`config.mk`:
```
export PLATFORM = sky130hd
export DESIGN_NAME = snoop_line_ctrl
export DESIGN_NICKNAME = d
export VERILOG_FILES = /design/src/rtl/mesi_pkg.sv /design/src/rtl/mesi_line_store.sv /design/src/rtl/mesi_snoop_unit.sv /design/src/rtl/mesi_ctrl_fsm.sv /design/src/rtl/snoop_line_ctrl.sv
export SDC_FILE = /design/constraint.sdc
export NUM_CORES = 1
export LEC_CHECK = 0
export ABC_CLOCK_PERIOD_IN_PS = 4800
export CAP_MARGIN = 10
export CORE_ASPECT_RATIO = 0.75
export CORE_MARGIN = 2
export CORE_UTILIZATION = 31
export CTS_BUF_LIST = sky130_fd_sc_hd__clkbuf_4
export DETAILED_ROUTE_END_ITERATION = 8
export DONT_BUFFER_PORTS = 1
export GPL_TIMING_DRIVEN = 0
export PLACE_DENSITY = 0.47
export SLEW_MARGIN = 20
export SYNTH_ARGS = -nofsm -noshare
export SYNTH_HDL_FRONTEND = slang
export SYNTH_SLANG_ARGS = --single-unit
```
`constraint.sdc`:
```
create_clock -name clk -period 4.8 [get_ports clk]
set_input_delay 0.48 -clock clk [delete_from_list [all_inputs] [get_ports clk]]
set_output_delay 0.48 -clock clk [all_outputs]
set_load 0.05 [all_outputs]
```
`src/rtl/mesi_pkg.sv`:
```
package mesi_pkg;
    typedef enum logic [1:0] {
        LS_I = 2'b00,
        LS_S = 2'b01,
        LS_E = 2'b10,
        LS_M = 2'b11
    } line_st_e;

    typedef enum logic [1:0] {
        BOP_NONE = 2'b00,
        BOP_RD   = 2'b01,
        BOP_RDX  = 2'b10,
        BOP_UPGR = 2'b11
    } bus_op_e;
endpackage

```
`src/rtl/mesi_line_store.sv`:
```
module mesi_line_store
    import mesi_pkg::*;
#(
    parameter int LINES  = 8,
    parameter int IDX_W  = 3,
    parameter int TAG_W  = 5,
    parameter int DATA_W = 16
) (
    input  logic              clk,
    input  logic              rst_n,
    input  logic [IDX_W-1:0]  a_idx,
    output logic [TAG_W-1:0]  a_tag,
    output logic [DATA_W-1:0] a_data,
    output line_st_e          a_st,
    input  logic [IDX_W-1:0]  b_idx,
    output logic [TAG_W-1:0]  b_tag,
    output logic [DATA_W-1:0] b_data,
    output line_st_e          b_st,
    input  logic              w_en,
    input  logic [IDX_W-1:0]  w_idx,
    input  logic [TAG_W-1:0]  w_tag,
    input  logic [DATA_W-1:0] w_data,
    input  logic              w_data_en,
    input  line_st_e          w_st,
    input  logic              s_en,
    input  logic [IDX_W-1:0]  s_idx,
    input  line_st_e          s_st
);
    logic [TAG_W-1:0]  tag_q  [LINES];
    logic [DATA_W-1:0] data_q [LINES];
    line_st_e          st_q   [LINES];

    // Processor-side writes win; the controller never issues one alongside a snoop.
    always_ff @(posedge clk) begin
        for (int i = 0; i < LINES; i++) begin
            if (!rst_n) begin
                st_q[i]   <= LS_I;
                tag_q[i]  <= '0;
                data_q[i] <= '0;
            end else if (w_en && w_idx == IDX_W'(i)) begin
                st_q[i]  <= w_st;
                tag_q[i] <= w_tag;
                if (w_data_en) data_q[i] <= w_data;
            end else if (s_en && s_idx == IDX_W'(i)) begin
                st_q[i] <= s_st;
            end
        end
    end

    assign a_tag  = tag_q[a_idx];
    assign a_data = data_q[a_idx];
    assign a_st   = st_q[a_idx];
    assign b_tag  = tag_q[b_idx];
    assign b_data = data_q[b_idx];
    assign b_st   = st_q[b_idx];
endmodule

```
`src/rtl/mesi_snoop_unit.sv`:
```
module mesi_snoop_unit
    import mesi_pkg::*;
#(
    parameter int TAG_W = 5
) (
    input  bus_op_e          op,
    input  logic [TAG_W-1:0] snp_tag,
    input  logic [TAG_W-1:0] line_tag,
    input  line_st_e         line_st,
    output logic             hit,
    output logic             flush,
    output logic             upd,
    output line_st_e         nxt
);
    always_comb begin
        hit   = (op != BOP_NONE) && (line_st != LS_I) && (snp_tag == line_tag);
        flush = 1'b0;
        upd   = 1'b0;
        nxt   = line_st;
        if (hit) begin
            unique case (op)
                BOP_RD: begin
                    if (line_st == LS_M || line_st == LS_E) begin
                        flush = 1'b1;
                        upd   = 1'b1;
                        nxt   = LS_S;
                    end
                end
                BOP_RDX: begin
                    flush = (line_st != LS_S);
                    upd   = 1'b1;
                    nxt   = LS_I;
                end
                BOP_UPGR: begin
                    upd = 1'b1;
                    nxt = LS_I;
                end
                default: ;
            endcase
        end
    end
endmodule

```
`src/rtl/mesi_ctrl_fsm.sv`:
```
module mesi_ctrl_fsm
    import mesi_pkg::*;
#(
    parameter int TAG_W  = 5,
    parameter int DATA_W = 16
) (
    input  logic              clk,
    input  logic              rst_n,
    input  logic              cpu_req,
    input  logic              cpu_we,
    input  logic [TAG_W-1:0]  cpu_tag,
    input  logic [DATA_W-1:0] cpu_wdata,
    input  logic [TAG_W-1:0]  ln_tag,
    input  logic [DATA_W-1:0] ln_data,
    input  line_st_e          ln_st,
    input  logic              snp_busy,
    input  logic              snp_kill,
    input  logic              bus_grant,
    input  logic [DATA_W-1:0] bus_resp_data,
    input  logic              bus_resp_shared,
    output logic              cpu_ready,
    output logic [DATA_W-1:0] cpu_rdata,
    output bus_op_e           bus_op,
    output logic              wb_valid,
    output logic              w_en,
    output logic [TAG_W-1:0]  w_tag,
    output logic [DATA_W-1:0] w_data,
    output logic              w_data_en,
    output line_st_e          w_st
);
    typedef enum logic {CS_IDLE, CS_WAIT} cs_e;

    cs_e     state_q, state_d;
    bus_op_e pend_q, issue_op;
    logic    go_bus, hit;

    always_ff @(posedge clk) begin
        if (!rst_n) state_q <= CS_IDLE;
        else        state_q <= state_d;
    end

    always_ff @(posedge clk) begin
        if (!rst_n)
            pend_q <= BOP_NONE;
        else if (state_q == CS_IDLE && go_bus)
            pend_q <= issue_op;
        else if (state_q == CS_WAIT && pend_q == BOP_UPGR && snp_kill)
            pend_q <= BOP_RDX;
    end

    assign hit = (ln_st != LS_I) && (ln_tag == cpu_tag);

    always_comb begin
        state_d   = state_q;
        go_bus    = 1'b0;
        issue_op  = BOP_NONE;
        cpu_ready = 1'b0;
        cpu_rdata = '0;
        bus_op    = BOP_NONE;
        wb_valid  = 1'b0;
        w_en      = 1'b0;
        w_tag     = ln_tag;
        w_data    = cpu_wdata;
        w_data_en = 1'b0;
        w_st      = ln_st;
        unique case (state_q)
            CS_IDLE: begin
                if (cpu_req && !snp_busy) begin
                    if (hit && !cpu_we) begin
                        cpu_ready = 1'b1;
                        cpu_rdata = ln_data;
                    end else if (hit && ln_st != LS_S) begin
                        cpu_ready = 1'b1;
                        w_en      = 1'b1;
                        w_data_en = 1'b1;
                        w_st      = LS_M;
                    end else if (hit) begin
                        go_bus   = 1'b1;
                        issue_op = BOP_UPGR;
                        state_d  = CS_WAIT;
                    end else begin
                        wb_valid = (ln_st == LS_M);
                        w_en     = 1'b1;
                        w_st     = LS_I;
                        go_bus   = 1'b1;
                        issue_op = cpu_we ? BOP_RDX : BOP_RD;
                        state_d  = CS_WAIT;
                    end
                end
            end
            CS_WAIT: begin
                bus_op = pend_q;
                if (bus_grant) begin
                    w_en      = 1'b1;
                    w_tag     = cpu_tag;
                    w_data    = bus_resp_data;
                    w_data_en = (pend_q != BOP_UPGR);
                    if (pend_q == BOP_RD) w_st = bus_resp_shared ? LS_S : LS_E;
                    else                  w_st = LS_M;
                    state_d = CS_IDLE;
                end
            end
        endcase
    end
endmodule

```
`src/rtl/snoop_line_ctrl.sv`:
```
module snoop_line_ctrl
    import mesi_pkg::*;
#(
    parameter int LINES  = 8,
    parameter int ADDR_W = 8,
    parameter int DATA_W = 16
) (
    input  logic              clk,
    input  logic              rst_n,
    input  logic              cpu_req,
    input  logic              cpu_we,
    input  logic [ADDR_W-1:0] cpu_addr,
    input  logic [DATA_W-1:0] cpu_wdata,
    output logic              cpu_ready,
    output logic [DATA_W-1:0] cpu_rdata,
    output logic [1:0]        bus_req_op,
    output logic [ADDR_W-1:0] bus_req_addr,
    input  logic              bus_grant,
    input  logic [DATA_W-1:0] bus_resp_data,
    input  logic              bus_resp_shared,
    input  logic [1:0]        snp_op,
    input  logic [ADDR_W-1:0] snp_addr,
    output logic              flush_valid,
    output logic [DATA_W-1:0] flush_data,
    output logic              wb_valid,
    output logic [ADDR_W-1:0] wb_addr,
    output logic [DATA_W-1:0] wb_data
);
    localparam int IDX_W = $clog2(LINES);
    localparam int TAG_W = ADDR_W - IDX_W;

    logic [IDX_W-1:0]  cpu_idx, snp_idx;
    logic [TAG_W-1:0]  cpu_tag, snp_tag;
    logic [TAG_W-1:0]  ln_tag, sn_tag;
    logic [DATA_W-1:0] ln_data, sn_data;
    line_st_e          ln_st, sn_st, sn_nxt, w_st;
    bus_op_e           snp_op_e, fsm_op;
    logic              sn_hit, sn_flush, sn_upd, snp_kill;
    logic              w_en, w_data_en;
    logic [TAG_W-1:0]  w_tag;
    logic [DATA_W-1:0] w_data;

    assign cpu_idx  = cpu_addr[IDX_W-1:0];
    assign cpu_tag  = cpu_addr[ADDR_W-1:IDX_W];
    assign snp_idx  = snp_addr[IDX_W-1:0];
    assign snp_tag  = snp_addr[ADDR_W-1:IDX_W];
    assign snp_op_e = bus_op_e'(snp_op);

    mesi_line_store #(.LINES(LINES), .IDX_W(IDX_W), .TAG_W(TAG_W), .DATA_W(DATA_W)) u_store (
        .clk(clk), .rst_n(rst_n),
        .a_idx(cpu_idx), .a_tag(ln_tag), .a_data(ln_data), .a_st(ln_st),
        .b_idx(snp_idx), .b_tag(sn_tag), .b_data(sn_data), .b_st(sn_st),
        .w_en(w_en), .w_idx(cpu_idx), .w_tag(w_tag), .w_data(w_data),
        .w_data_en(w_data_en), .w_st(w_st),
        .s_en(sn_upd), .s_idx(snp_idx), .s_st(sn_nxt)
    );

    mesi_snoop_unit #(.TAG_W(TAG_W)) u_snoop (
        .op(snp_op_e), .snp_tag(snp_tag), .line_tag(sn_tag), .line_st(sn_st),
        .hit(sn_hit), .flush(sn_flush), .upd(sn_upd), .nxt(sn_nxt)
    );

    assign snp_kill = sn_hit && sn_upd && (sn_nxt == LS_I) && (snp_idx == cpu_idx);

    mesi_ctrl_fsm #(.TAG_W(TAG_W), .DATA_W(DATA_W)) u_fsm (
        .clk(clk), .rst_n(rst_n),
        .cpu_req(cpu_req), .cpu_we(cpu_we), .cpu_tag(cpu_tag), .cpu_wdata(cpu_wdata),
        .ln_tag(ln_tag), .ln_data(ln_data), .ln_st(ln_st),
        .snp_busy(snp_op_e != BOP_NONE), .snp_kill(snp_kill),
        .bus_grant(bus_grant), .bus_resp_data(bus_resp_data), .bus_resp_shared(bus_resp_shared),
        .cpu_ready(cpu_ready), .cpu_rdata(cpu_rdata), .bus_op(fsm_op), .wb_valid(wb_valid),
        .w_en(w_en), .w_tag(w_tag), .w_data(w_data), .w_data_en(w_data_en), .w_st(w_st)
    );

    assign bus_req_op   = fsm_op;
    assign bus_req_addr = cpu_addr;
    assign flush_valid  = sn_flush;
    assign flush_data   = sn_data;
    assign wb_addr      = {ln_tag, cpu_idx};
    assign wb_data      = ln_data;
endmodule

```
-- Yosys cells after proc, flatten, opt, wreduce, memory -nomap -nowiden
Memory sizes are Yosys's and may differ from the RTL's.
Cells that the tools add are included.
- bits in registers: 3
- output and inout port bits: 69
- input port bits: 56
- bits in writable memories: 184
- memories kept: 3
- memory list (memory ; depth ; width ; read ports ; clocked after memory_dff ; write ports ; RTL line ; text):
    u_store.data_q ; 8 ; 16 ; 2 ; 0 ; 8 ; mesi_line_store.sv:30 ; logic [DATA_W-1:0] data_q [LINES];
    u_store.tag_q ; 8 ; 5 ; 2 ; 0 ; 8 ; mesi_line_store.sv:29 ; logic [TAG_W-1:0] tag_q [LINES];
    u_store.st_q ; 8 ; 2 ; 2 ; 0 ; 8 ; mesi_line_store.sv:31 ; line_st_e st_q [LINES];
- reductions and logical operators: 39
- bitwise logic cells: 33
- equal/unequal tests: 28
- mux-type cells: 171
- operator list (kind ; count):
    16-bit two-way mux ; 13
    1-bit two-way mux ; 107
    2-bit two-way mux ; 34
    5-bit two-way mux ; 10
    1-bit OR ; 32
    1-bit logical AND ; 28
    3-bit == test (second input constant) ; 8
    2-bit == test (second input constant) ; 6
    3-bit by 2-bit == test with 1-bit output (second input constant) ; 4
    5-bit == test ; 2
    1-bit one-hot mux with 2 select lines ; 5
    2-bit one-hot mux with 2 select lines ; 2
    2-bit nonzero test ; 4
    3-bit by 1-bit == test with 1-bit output (second input constant) ; 2
    3-bit zero test ; 2
    2-bit by 1-bit == test with 1-bit output (second input constant) ; 2
    2-bit by 1-bit != test with 1-bit output (second input constant) ; 2
    3-bit == test ; 1
    1-bit zero test ; 2
    2-bit zero test ; 1
    2-bit != test (second input constant) ; 1
    2-bit OR reduction ; 1
    1-bit logical OR ; 1
    1-bit inverter ; 1

-- Logic depth before layout (Yosys ltp)
Gate-level depths: netlist of the first run.
An unclocked memory read counts as a cell.
- depth after elaboration: 14
- depth in mapped cells: 12
- mapped depth without buffers: 8

-- Modules after synthesis
Synthesis of the first run repeated with hierarchy kept, for this count alone.
- cells, all modules: 776
- area, all modules: 11432.2 µm²
- modules (own cells, without submodules) (module ; area each (µm²) ; cells an instance ; instances):
    mesi_line_store ; 10292.4 ; 634 ; 1
    mesi_ctrl_fsm ; 790.8 ; 98 ; 1
    mesi_snoop_unit ; 216.5 ; 27 ; 1
    snoop_line_ctrl ; 132.6 ; 17 ; 1

-- Worst setup path after synthesis of the first run
No wires, ideal clock.
- path kind: input port to flip-flop
- start point: input cpu_addr[0]
- end point: memory u_store.data_q[0][0], enable pin
- cell stages on the path: 11
- required time: 4.389 ns
- setup slack: 0.823 ns
- setup time: 0.411 ns
- data arrival time: 3.566 ns
- path through: buf_6 > buf_6 > mux2_1 > o22ai_1 > nor3_1 > o221ai_2 > nor3_2 > buf_6 > buf_4 > or3_1 > o21ai_0
- RTL lines (what ; RTL line ; text):
    start, declared ; snoop_line_ctrl.sv:12 ; input logic [ADDR_W-1:0] cpu_addr,
    end, declared ; mesi_line_store.sv:30 ;

==> results of run 1 <==
## Yosys cell counts (3+ instances only)
library cell  number  area share (%)
a21oi_1           10            0.45
a22o_1             5            0.40
and2_1             5            0.28
buf_1             11            0.37
buf_2             31             1.4
buf_4             14            0.95
buf_6              9            0.92
clkbuf_1          27            0.92
dfxtp_1            3            0.54
edfxtp_1         184              50
ha_1               5            0.57
inv_1             10            0.34
mux2_2            26             2.6
mux2i_1           41             3.7
mux4_2            75              15
nand2_1           69             2.3
nand2b_1           8            0.45
nand3_1            7            0.32
nand4_1            3            0.17
nor2_1            65             2.2
nor2b_1           27             1.5
nor3_1           130             5.9
nor3_2             5            0.45
nor4_1             3            0.17
o211ai_1           7            0.48
o21ai_0           16            0.72
o22ai_1           12            0.68
o311ai_0           4            0.32
o31ai_1            7            0.48
or3_1             15            0.85
or3b_1             4            0.32
xor2_1             6            0.48
## how the worst max path moves through the flow
stage | start | cells after the start | slack (ns) | to
after floorplan | cpu_addr[0] | 11 | 0.82 | u_store.data_q[0][0]
after global placement | cpu_addr[0] | 11 | -0.95 | u_store.data_q[6][9]
after detailed placement | cpu_addr[0] | 12 | 0.52 | u_store.data_q[5][9]
after CTS | u_store.tag_q[2][2] | 8 | 0.31 | cpu_rdata[0]
after global routing | u_store.tag_q[3][2] | 8 | 0.09 | cpu_rdata[0]
final | u_store.tag_q[1][2] | 8 | 0.32 | cpu_rdata[0]
## cell type report
type | count | area (sq um) | area share [%]
repair buffers | 10 | 123 | 1.01
flip-flops and latches | 187 | 5590 | 46.0
well taps | 457 | 572 | 4.71
clock buffers | 17 | 128 | 1.05
multi-input cells | 594 | 4980 | 41.0
diodes | 1 | 2.50 | 0.0206
clock inverters | 15 | 185 | 1.53
plain buffers | 93 | 524 | 4.32
inverters | 10 | 37.5 | 0.309
## where the power goes
part / leakage, uW / total (uW) / switching (uW) / internal [uW]
Sequential: 0.00194 / 1880 / 33.2 / 1840
Clock: 0.000166 / 950 / 698 / 252
Combinational: 0.00184 / 677 / 476 / 201
## sequential cells by signal (all words and copies together) (netlist names)
name,flops
u_store.data_q,128
u_store.tag_q,40
u_store.st_q,16
u_fsm.pend_q,2
u_fsm.state_q,1
## timing repair
action	in CTS	in global routing
hold buffers	1	0
setup buffers	0	0
hold endpoints to repair	1	0
## critical path: stages, from the launching register on
cell and delay [ns]:
edfxtp_1 0.43, mux2i_1 0.32, mux4_2 0.38, xor2_1 0.34, o21ai_1 0.22, and4bb_2 0.37
nand2_1 0.23, clkbuf_1 0.29, nor2b_1 0.80
## routing by layer
| layer | global-route usage, % | vias up |
|---|---|---|
| met1 | 32.1 | 4178 |
| met2 | 29.9 | 388 |
| met3 | 4.40 | 30 |
| met4 | 3.79 | 0 |
| li1 | - | 3471 |
| met5 | 0 | - |
## kinds of logic after synthesis
group           count (synthesis)
fa+ha+maj                       5
mux                           144
simple gates                  356
compound gates                 82
flops                         187
buf+inv                       103
xor+xnor                        7
## per-stage QoR
stage / util [%] / setup TNS, ns
floorplan: - / 0
global placement: 33.3 / -108.73
detailed placement: 33.8 / 0
CTS: 34.7 / 0
global route: 34.7 / 0
finish: 34.7 / 0
## layout by cell type, fill, tap and decap left out, drive strengths merged, types with 2 or more instances in the layout
cell type / Yosys / final
nand2b: 8 / 8
ha: 5 / 5
o2bb2ai: 2 / 2
nor2: 65 / 65
o22ai: 12 / 12
nor3: 135 / 135
o21a: 2 / 2
or3: 16 / 16
a211o: 2 / 2
and3: 2 / 2
xor2: 6 / 6
o32ai: 2 / 2
clkbuf: 27 / 44
mux2i: 42 / 42
a21oi: 11 / 11
o311ai: 4 / 4
or2: 2 / 2
nand3: 7 / 7
and2: 5 / 5
buf: 66 / 75
nand4: 4 / 4
nor3b: 2 / 2
o31ai: 7 / 7
nor4: 4 / 4
dfxtp: 3 / 3
edfxtp: 184 / 184
mux4: 75 / 75
o21ai: 18 / 18
nand2: 69 / 69
or3b: 4 / 4
a22o: 5 / 5
mux2: 27 / 27
a22oi: 2 / 2
o211ai: 7 / 7
clkinv: 0 / 7
o221ai: 2 / 2
inv: 10 / 18
nor2b: 27 / 27
==> impl_metrics.py, run 1 <==
metrics = {
    "worst_setup_path": {
        "critical_path.endpoint_type": "primary output",
        "start_kind": "register",
        "regToRegSetupSlack_ns": 0.89,
        "required_ns": 4.32,
        "cp_max_fo": 10,
        "critPathArrivalTime_ns": 4.00,
        "r2r_end": "u_store.data_q[3][11]",
        "criticalPathCategory": "register to primary output",
        "reg2reg_depth": 10,
        "reg2reg_from": "u_store.tag_q[1][2]",
    },
    "sta": {
        "grt_setup_unrepaired": "false",
        "timing.final.ws_setup_ns": 0.323,
        "finalCritPeriodShare_pct": 93.3,
        "max_freq_mhz": 223,
        "finClkSkew_ns": 0.0415,
        "holdWs_ns": 0.0500,
        "setup_viol": 0,
        "tightest_slew_ns": 1.15,
        "drv_slew": 0,
        "max_slew_margin_pct": 21.2,
        "hold_viol_final": 0,
        "period_needed_ns": 4.48,
    },
    "global_route": {
        "antenna_found_initial": 1,
        "grt_overflow": 0,
        "grt_pass1_vias": 7861,
        "grt_max_degree": 22,
        "grt_first_pass_wirelength_microns": 55700,
        "grtUsageTotal_pct": 20.8,
    },
    "place": {
        "postPlaceCellArea_sq_mm": 0.0118,
        "gp_congestion": 0.856,
        "hpwl_microns": 29600,
        "place_ws_ns": 0.522,
        "io_buffers": 0,
        "dp_cells": 1350,
    },
    "yosys": {
        "synthesis.area_sq_mm": 0.0111,
        "ys_warn_count": 0,
        "synth-edff-count": 184,
        "avgSynthCellArea_sq_um": 12.5,
        "ys_seq_area_share_pct": 50.5,
        "muxShareOfSynthArea_pct": 21.9,
        "syn-instance-count": 884,
        "async_reset_ff_share_pct": 0,
        "synthXorXnorAreaFrac_pct": 0.554,
        "synthAdderAreaFrac_pct": 0.566,
        "synthSimpleGateAreaFrac_pct": 16.3,
        "synth_top_family_by_area": "multiplexers",
        "ys_types": 63,
        "synth_nets": 945,
        "synth-compound-area-share_pct": 5.16,
        "synth_ff_type": "edfxtp_1",
        "synth_seq_cells": 187,
    },
    "worst_hold_path": {
        "hold_path.class": "primary input to register",
        "whs_endpoint": "u_fsm.pend_q[0]",
        "min_from": "cpu_we",
        "whs_path_depth": 2,
    },
    "drt": {
        "ant_nets": 0,
        "routedWlPerCell_microns": 27.9,
        "drc": 0,
        "dr_wl_met2_microns": 16500,
        "vias": 8067,
        "viasPerCell": 5.83,
        "wl_met3_microns": 3480,
        "first_iter_violations": 1174,
        "m1WireLength_microns": 18200,
        "routed_wirelength_microns": 38700,
        "firstDrtPassIters": 6,
        "top_layer": "met4",
    },
    "clocking": {
        "cts_root_buffer": "clkbuf_4",
        "cts-resized-gates": 0,
        "ctsLongestPathBuffers": 2,
        "cts_tree": "yes",
        "clk_latency_ns": 0.64,
        "cts.sinks": 187,
        "cts_max_level": 4,
        "clk_pin_slew_ns": 0.21,
        "numCtsBuffers": 17,
    },
    "power": {
        "power_uw": 3500,
        "power_leakage_uw": 0.00395,
        "ir_drop_mv": 0.122,
        "power.density_mw_per_mm2": 289,
    },
    "outcome": {
        "status": "finished, final reports clean",
    },
    "layout": {
        "drive_above_1_share_pct": 24.6,
        "fin_cells": 1384,
        "final_nets": 974,
        "fill_cells": 3453,
        "fin_area_sq_mm": 0.0121,
        "syn2layout_area_growth_pct": 9.72,
    },
    "floorplanning": {
        "initial_utilization_pct": 31.7,
        "die_area_sq_mm": 0.0372,
        "die_h_microns": 168,
        "core_sq_mm": 0.0349,
        "std_cell_rows": 59,
        "ios": 125,
        "die_x_microns": 222,
    },
    "flow_run": {
        "maxCapViolCount": 0,
    },
}
Power figures use the tool's default switching activity.
==> run 2, diff against run 1 <==
Settings changed: ABC_CLOCK_PERIOD_IN_PS 4800 to 3810, PLACE_DENSITY 0.47 to 0.48.
Clock period 4.8 ns to 3.81 ns, I/O delays scaled along.
==> impl_metrics.py, run 2 (synthesis results as in run 1) <==
metrics = {
    "outcome": {
        "status": "finished, final reports clean",
    },
    "layout": {
        "regMostFlops": "u_store.data_q",
        "final_nets": 976,
        "drive_above_1_share_pct": 27.0,
        "final_common_cell": "edfxtp_1",
        "syn2layout_area_growth_pct": 11.1,
        "largest_register_ffs": 128,
        "top_regs": "u_store.data_q: 128 flops, u_store.tag_q: 40 flops, u_store.st_q: 16 flops",
        "mostFrequentLayoutCells": "184 x edfxtp_1, 130 x nor3_1, 75 x mux4_2",
        "fin_area_sq_mm": 0.0123,
        "fill_cells": 3430,
        "final_core_util_pct": 35.2,
    },
    "power": {
        "power_leakage_uw": 0.00402,
        "comb_power_share_pct": 19.6,
        "p_clk_share_pct": 27.0,
        "p_sw_uw": 1480,
        "ir_drop_mv": 0.177,
        "pwr-share-seq_pct": 53.4,
        "switching_share_pct": 33.3,
        "intPower_uw": 2950,
        "power.density_mw_per_mm2": 361,
    },
    "clocking": {
        "cts_max_level": 4,
        "ctsLongestPathBuffers": 2,
        "clk_latency_ns": 0.64,
        "numCtsBuffers": 17,
        "cts_tree": "yes",
        "clk_pin_slew_ns": 0.17,
        "cts_root_buffer": "clkbuf_4",
        "cts.sinks": 187,
    },
    "place": {
        "gp_congestion": 0.857,
        "io_buffers": 0,
        "postPlaceCellArea_sq_mm": 0.0118,
        "place_ws_ns": -0.343,
        "hpwl_microns": 29200,
    },
    "drt": {
        "routed_wirelength_microns": 38500,
        "ant_nets": 0,
        "vias": 8064,
        "viasPerCell": 5.82,
        "drc": 0,
        "routedWlPerCell_microns": 27.8,
        "first_iter_violations": 1177,
        "firstDrtPassIters": 7,
    },
    "floorplanning": {
        "std_cell_rows": 59,
        "core_sq_mm": 0.0349,
        "initial_utilization_pct": 31.7,
        "die_h_microns": 168,
        "die_area_sq_mm": 0.0372,
        "die_x_microns": 222,
        "ios": 125,
    },
    "worst_setup_path": {
        "cp_max_fo": 10,
        "criticalPathCategory": "register to register",
        "critPathArrivalTime_ns": 4.09,
        "critical_path.endpoint_type": "register",
        "start_kind": "register",
        "required_ns": 4.15,
    },
    "sta": {
        "timing.final.ws_setup_ns": 0.0621,
        "drv_slew": 0,
        "fin_setup_tns_ns": 0,
        "setup_viol": 0,
        "period_needed_ns": 3.75,
        "max_slew_margin_pct": 21.9,
        "max_freq_mhz": 267,
        "hold_viol_final": 0,
        "finClkSkew_ns": 0.0459,
        "grt_setup_unrepaired": "true",
        "finalCritPeriodShare_pct": 98.4,
        "tightest_slew_ns": 1.14,
    },
    "global_route": {
        "grt_pass1_vias": 7865,
        "grt_overflow": 0,
        "grt_max_degree": 20,
        "antenna_found_initial": 1,
        "grt_first_pass_wirelength_microns": 55800,
        "grtUsageTotal_pct": 20.8,
    },
    "flow_run": {
        "maxCapViolCount": 0,
    },
    "worst_hold_path": {
        "hold_path.class": "primary input to register",
    },
}
run 2: cell types whose count changed in the layout (fill, tap and decap cells not counted), moves of 3 or more:
| cell | change |
|---|---|
| clkinv_4 | +3 |
| nor2b_2 | +6 |
| nor2b_1 | -16 |
| inv_8 | +3 |
| nor2b_4 | +10 |
| inv_6 | -3 |
| clkinv_8 | -4 |
run 2: stage by stage:
stage,total power (uW),hold slack [ns],std cells
2_1_floorplan,3000,0.480,884
4_1_cts,4420,0.107,1384
6_report,4430,0.148,1386
5_1_grt,4560,0.143,1386
3_3_place_gp,3230,0.511,1341
3_5_place_dp,3250,0.517,1350
run 2: per-layer routing:
metal  global-route usage (%)  part of all wire [%]
met3                     6.04                    11
met2                     28.7                    41
met1                     31.2                    45
met5                        0                     0
met4                     6.29                   2.3
run 2: power by group through the flow:
| stage | combinational [uW] | sequential, uW | clock, uW |
|---|---|---|---|
| global route | 907 | 2370 | 1280 |
| global placement | 822 | 2410 | 0 |
| floorplan | 611 | 2390 | 0 |
| CTS | 855 | 2360 | 1210 |
| detailed placement | 840 | 2410 | 0 |
| finish | 868 | 2360 | 1200 |
run 2: worst paths after layout:
path | start | endpoint | slack (ns) | cells after the start
worst max-delay path | u_fsm.state_q | u_store.data_q[3][10] | 0.06 | 6
worst min-delay path | cpu_req | u_fsm.state_q | 0.15 | 4
worst max register to register | u_fsm.state_q | u_store.data_q[3][10] | 0.06 | 6
worst min register to register | u_fsm.pend_q[0] | u_fsm.pend_q[0] | 0.54 | 2
run 2: critical path, cell delays in order, from the launching register on:
cell and delay, ns:
dfxtp_1 0.41, clkbuf_1 0.31, and2_1 0.18, clkbuf_1 0.60
clkbuf_1 0.82, mux2i_1 1.02, nor3_1 0.12
run 2: area by class of cell:
cell class | instances | area [sq um] | share of cell area (%)
Inverter | 10 | 37.5 | 0.306
Buffer | 93 | 533 | 4.34
Clock buffer | 18 | 135 | 1.10
Clock inverter | 14 | 170 | 1.39
Tap cell | 457 | 572 | 4.66
Antenna cell | 1 | 2.50 | 0.0204
Timing Repair Buffer | 12 | 136 | 1.11
Multi-Input combinational cell | 594 | 5110 | 41.6
Sequential cell | 187 | 5590 | 45.5
run 2: what timing repair did:
action | in CTS | in global routing
pin swaps | 0 | 2
hold buffers | 2 | 0
setup buffers | 0 | 1
hold endpoints to repair | 3 | 0
endpoints found under the setup margin | 17 | 90
gates resized for setup | 32 | 9
